**config.mk**
```make
export PLATFORM = sky130hd
export DESIGN_NAME = pxc_xfer_ctrl
export DESIGN_NICKNAME = d
export VERILOG_FILES = /design/src/rtl/pxc_pkg.sv /design/src/rtl/pxc_req_decode.sv /design/src/rtl/pxc_word_ctr.sv /design/src/rtl/pxc_datapath.sv /design/src/rtl/pxc_xfer_ctrl.sv
export SDC_FILE = /design/constraint.sdc
export NUM_CORES = 1
export LEC_CHECK = 0
export BUFFER_PORTS_ARGS = -buffer_cell sky130_fd_sc_hd__buf_2
export CAP_MARGIN = 20
export CORE_MARGIN = 1
export CORE_UTILIZATION = 42
export DETAILED_ROUTE_END_ITERATION = 10
export GPL_TIMING_DRIVEN = 0
export MAX_ROUTING_LAYER = met4
export PLACE_DENSITY = 0.8
export SYNTH_ARGS = -nofsm -noshare
export SYNTH_HDL_FRONTEND = slang
export SYNTH_SLANG_ARGS = --single-unit
```
**constraint.sdc**
```tcl
create_clock -name clk -period 1.75 [get_ports clk]
set_input_delay 0.4375 -clock clk [delete_from_list [all_inputs] [get_ports clk]]
set_output_delay 0.4375 -clock clk [all_outputs]
set_load 0.02 [all_outputs]
```
**src/rtl/pxc_pkg.sv**
```systemverilog
package pxc_pkg;
  typedef enum logic [1:0] {
    ST_IDLE = 2'd0,
    ST_SEND = 2'd1,
    ST_RECV = 2'd2
  } pxc_state_t;

  localparam logic [1:0] REQ_NONE   = 2'b00;
  localparam logic [1:0] REQ_URGENT = 2'b01;
  localparam logic [1:0] REQ_QUEUED = 2'b10;
endpackage

```
**src/rtl/pxc_req_decode.sv**
```systemverilog
module pxc_req_decode
  import pxc_pkg::*;
(
  input  logic [1:0] req_en,
  output logic       want_start,
  output logic       want_abort
);
  always_comb begin
    want_start = (req_en == REQ_URGENT) || (req_en == REQ_QUEUED);
    want_abort = (req_en == REQ_URGENT);
  end
endmodule

```
**src/rtl/pxc_word_ctr.sv**
```systemverilog
module pxc_word_ctr #(
  parameter int LW = 16
) (
  input  logic        clk,
  input  logic        rst,
  input  logic        clr,
  input  logic        inc,
  input  logic [LW-1:0] limit,
  output logic [LW:0] cnt,
  output logic        last
);
  always_ff @(posedge clk) begin
    if (rst || clr) cnt <= '0;
    else if (inc)   cnt <= cnt + 1'b1;
  end

  // the word about to move is the final one when cnt equals length-1
  always_comb last = (cnt == {1'b0, limit});
endmodule

```
**src/rtl/pxc_datapath.sv**
```systemverilog
module pxc_datapath #(
  parameter int DW = 32
) (
  input  logic          clk,
  input  logic          rst,
  input  logic          tx_cap,
  input  logic [DW-1:0] word_in,
  input  logic          rx_cap,
  input  logic [DW-1:0] rx_word,
  output logic [DW-1:0] out_word,
  output logic          out_vld,
  output logic [DW-1:0] arr_word,
  output logic          arr_flag
);
  always_ff @(posedge clk) begin
    if (rst) begin
      out_vld  <= 1'b0;
      arr_flag <= 1'b0;
      out_word <= '0;
      arr_word <= '0;
    end else begin
      out_vld  <= tx_cap;
      arr_flag <= rx_cap;
      if (tx_cap) out_word <= word_in;
      if (rx_cap) arr_word <= rx_word;
    end
  end
endmodule

```
**src/rtl/pxc_xfer_ctrl.sv**
```systemverilog
module pxc_xfer_ctrl
  import pxc_pkg::*;
#(
  parameter int DW = 32,
  parameter int LW = 16
) (
  input  logic            clk,
  input  logic            rst,
  input  logic [1:0]      req_en,
  input  logic [2*LW-1:0] req_desc,
  input  logic [DW-1:0]   word_in,
  input  logic            rx_vld,
  input  logic [DW-1:0]   rx_word,
  output logic            req_ack,
  output logic            busy,
  output logic            upd_req,
  output logic            out_vld,
  output logic [DW-1:0]   out_word,
  output logic            arr_flag,
  output logic [DW-1:0]   arr_word,
  output logic [LW:0]     word_cnt,
  output logic [LW-1:0]   xfer_info,
  output logic            done,
  output logic            aborted
);
  localparam int DESC_W = 2 * LW;

  pxc_state_t    state;
  logic [LW-1:0] limit;
  logic          want_start, want_abort;
  logic          start, abort_now, tx_cap, rx_cap, moved, last, finish;

  pxc_req_decode u_dec (
    .req_en    (req_en),
    .want_start(want_start),
    .want_abort(want_abort)
  );

  always_comb begin
    start     = (state == ST_IDLE) && want_start;
    abort_now = (state != ST_IDLE) && !req_ack && want_abort;
    tx_cap    = (state == ST_SEND) && upd_req && !abort_now;
    rx_cap    = (state == ST_RECV) && rx_vld && !abort_now;
    moved     = tx_cap || rx_cap;
    finish    = moved && last;
  end

  pxc_word_ctr #(.LW(LW)) u_ctr (
    .clk  (clk),
    .rst  (rst),
    .clr  (start),
    .inc  (moved),
    .limit(limit),
    .cnt  (word_cnt),
    .last (last)
  );

  pxc_datapath #(.DW(DW)) u_dp (
    .clk     (clk),
    .rst     (rst),
    .tx_cap  (tx_cap),
    .word_in (word_in),
    .rx_cap  (rx_cap),
    .rx_word (rx_word),
    .out_word(out_word),
    .out_vld (out_vld),
    .arr_word(arr_word),
    .arr_flag(arr_flag)
  );

  always_ff @(posedge clk) begin
    if (rst) begin
      state     <= ST_IDLE;
      limit     <= '0;
      xfer_info <= '0;
      busy      <= 1'b0;
      upd_req   <= 1'b0;
      req_ack   <= 1'b0;
      done      <= 1'b0;
      aborted   <= 1'b0;
    end else begin
      req_ack <= 1'b0;
      done    <= 1'b0;
      aborted <= 1'b0;
      if (start) begin
        state     <= req_desc[0] ? ST_RECV : ST_SEND;
        limit     <= req_desc[DESC_W-1:LW];
        xfer_info <= req_desc[LW-1:0];
        busy      <= 1'b1;
        req_ack   <= 1'b1;
        upd_req   <= !req_desc[0];
      end else if (abort_now) begin
        state   <= ST_IDLE;
        busy    <= 1'b0;
        upd_req <= 1'b0;
        done    <= 1'b1;
        aborted <= 1'b1;
      end else if (finish) begin
        state   <= ST_IDLE;
        busy    <= 1'b0;
        upd_req <= 1'b0;
        done    <= 1'b1;
      end
    end
  end
endmodule

```
==> reports/qor.txt <==
First DRT Iteration DRCs -> 188
initial core utilization -> 43.4%
Clock transition at path regs -> 0.06 ns
Min-Delay Path Class -> in -> reg
vias in the first global route -> 4206
post-DP HPWL -> 9.04 mm
final period utilization -> 101%
Comb power frac -> 13.0%
Worst Min Path Start -> word_in[4]
routed via count -> 4489
Seq pwr share -> 40.2%
CTS tree -> built
NetSw -> 0.00196 W
WP data required -> 2.18 ns
Hold Slack -> 0.173 ns
Cell Area, Synth -> 4510 sq um
cells after synthesis -> 562
Post-Synth XOR/XNOR Area -> 6.03%
crit path kind -> reg -> reg
Ys Warns -> 0
post-cts hold buffer count -> 0
Cell Int Power -> 0.00549 W
Rel. slew slack -> 60.3%
max cap viols -> 0
Pins Over Slew Limit -> 0
global route total overflow -> 0
Post-route DRC -> 0
area grow syn2layout -> 42.9%
worst slew pin tran -> 0.595 ns
pin count of the biggest net entering global routing -> 17
mean post-synth cell area -> 8.02 sq um
Die Area -> 11100 sq um
flop2flop setup slack -> -0.01 ns
Peak VDD IR -> 0.641 mV
setup tns final -> -0.0125 ns
Hold Path Depth -> 3
Final Wtd Congestion -> 0.795
commonest non-fill, non-tap cell in the layout -> buf_2
via/cell ratio -> 4.80
share of layout cells above drive strength 1 -> 34.4%
Max Clock Skew -> 0.00837 ns
count of cell types in the netlist -> 30
CTS Buf Count -> 17
R2R cell count -> 5
crit path DAT -> 2.19 ns
port bufs -> 204
Leak -> 2.82 nW
core area -> 10400 sq um
Achievable Freq -> 567 MHz
die width -> 106 um
Finish-stage setup viols -> 1
CP Capture Type -> flip-flop
Post-DRT Antenna Nets -> 0
r2r endpoint -> done
sequential area share after synthesis -> 53.8%
Clk pwr share -> 46.8%
first-pass GRT wire length -> 19.7 mm
H-tree depth -> 4
most frequent cells in the layout -> buf_2 (204), nand2_1 (203), dfxtp_1 (112)
Die Y -> 106 um
Root Buffer -> clkbuf_8
fin crit period -> 1.76 ns
failing checks -> setup timing
syn nets -> 665
setup ws final -> -0.0125 ns
Layout Nets -> 889
RSZ-0062 raised after global routing -> yes
Routed WL -> 12.4 mm
status -> finished with violations
Worst-Skew Late Latency -> 0.50 ns
Final Hold Vio Count -> 0
Switching Share -> 26.4%
CP max FO -> 8
post-synthesis mux area share -> 0.222%
IO Pins -> 205
crit path launch -> state[0]
Max clock buf depth -> 2
complex-gate fraction of the synthesized area -> 12.1%
TritonRoute pass-1 iters -> 6
Row Count -> 37
number of synthesized register bits -> 121
r2r startpoint -> state[0]
Synth Area in Simple Gates -> 24.3%
clk sinks -> 121
gr usage total -> 22.9%
Synth Area in Adders -> 0.555%
initial antenna violation count -> 1
Worst setup SP type -> flip-flop
wire per inst -> 13.3 um
Worst Hold Endpoint -> u_dp.out_word[4]
largest family of logic cells by synthesized area -> simple AND/OR/NAND/NOR gates
Filler Cell Count -> 1012
Pwr Density -> 1160 nW/um^2
[worst max path at each step]
stage	cells past startpoint	to	slack, ns
5_1_grt	5	done	-0.08
4_1_cts	5	done	0.002
6_report	5	done	-0.01
3_5_place_dp	7	u_ctr.cnt[6]	-0.40
3_3_place_gp	7	u_ctr.cnt[6]	-0.36
2_1_floorplan	5	done	-0.02
[cell type report]
type	count	area, sq um	area share, %
clock inverter	13	170	2.64
sequential	121	2440	38.0
multi-input combinational	405	2040	31.6
timing repair buffer	206	1040	16.1
inverter	3	11.3	0.175
antenna	1	2.50	0.0389
clock buffer	19	432	6.70
tap	136	170	2.64
buffer	32	138	2.14
[power by group through the flow]
stage / combinational (W) / sequential (W) / clock (W)
after floorplan: 0.000423 / 0.00319 / 0
after global placement: 0.000915 / 0.00305 / 0
after detailed placement: 0.000921 / 0.00306 / 0
after CTS: 0.000956 / 0.00300 / 0.00354
after global routing: 0.00106 / 0.00301 / 0.00367
final: 0.000965 / 0.00300 / 0.00349
[layer usage]
metal  vias to the layer above  track usage [%]  routed length (um)
li1                       2284                -                   -
met2                       141             38.6                6210
met3                        20             6.00                 744
met5                         -                -                   0
met4                         0             7.84                 244
met1                      2044             26.4                5240
[flip-flops by register name, summed over array words and instances, names as in the netlist, 2 cells and up]
name and count:
u_dp.arr_word 32, u_dp.out_word 32, u_ctr.cnt 17, limit 16
xfer_info 16, state 2
[worst max-delay path, stage by stage, from the launching register on]
cell      delay, ns
dfxtp_4        0.36
nand3b_1       0.28
a21oi_4        0.19
nand4_1        0.18
or4_4          0.56
a21oi_2        0.13
[kinds of logic (layout without fill, tap and decap cells)]
kind of cell,after synthesis,in the layout
other,0,1
xor gates and xnor gates,31,31
and+or+nand+nor,266,266
buffers and inverters,36,273
muxes,1,1
adders and majority gates,2,2
DFF,121,121
AOI/OAI and AO/OA,105,105
[cell usage after synthesis]
library cell	number	share of area, %
a211oi_1	1	0.17
a21oi_1	97	11
a21oi_2	2	0.39
and3_1	1	0.14
and3_2	1	0.17
buf_2	2	0.22
clkbuf_1	31	2.6
dfxtp_1	121	54
ha_1	2	0.56
inv_1	3	0.25
mux2i_1	1	0.22
nand2_1	203	17
nand2b_1	3	0.42
nand3_1	7	0.78
nand3b_1	2	0.33
nand4_1	7	0.97
nand4_2	1	0.28
nor2_1	25	2.1
nor2b_1	2	0.28
nor3_1	4	0.44
nor4_1	4	0.56
o2111ai_1	1	0.19
o21ai_0	2	0.22
o22ai_1	1	0.14
o32ai_1	1	0.19
or2_2	2	0.28
or3_1	3	0.42
or4_4	1	0.25
xnor2_1	22	4.3
xor2_1	9	1.7
[stage by stage]
stage | instances | area, sq um | total power [W] | setup WS (ns) | utilization (%)
finish | 936 | 6440 | 0.00745 | -0.0125 | 62.1
global placement | 902 | 5720 | 0.00397 | -0.363 | 55.1
global route | 936 | 6440 | 0.00775 | -0.0823 | 62.1
detailed placement | 902 | 5720 | 0.00398 | -0.405 | 55.1
CTS | 935 | 6360 | 0.00749 | 0.00166 | 61.4
floorplan | 562 | 4530 | 0.00361 | -0.0242 | -
[what timing repair did]
item / in CTS / in global routing
pin swaps: 2 / 5
buffers inserted: 1 / 1
gates resized for setup: 13 / 26
endpoints found under the setup margin: 32 / 80
Note: power is estimated with default switching activity, not from simulation.
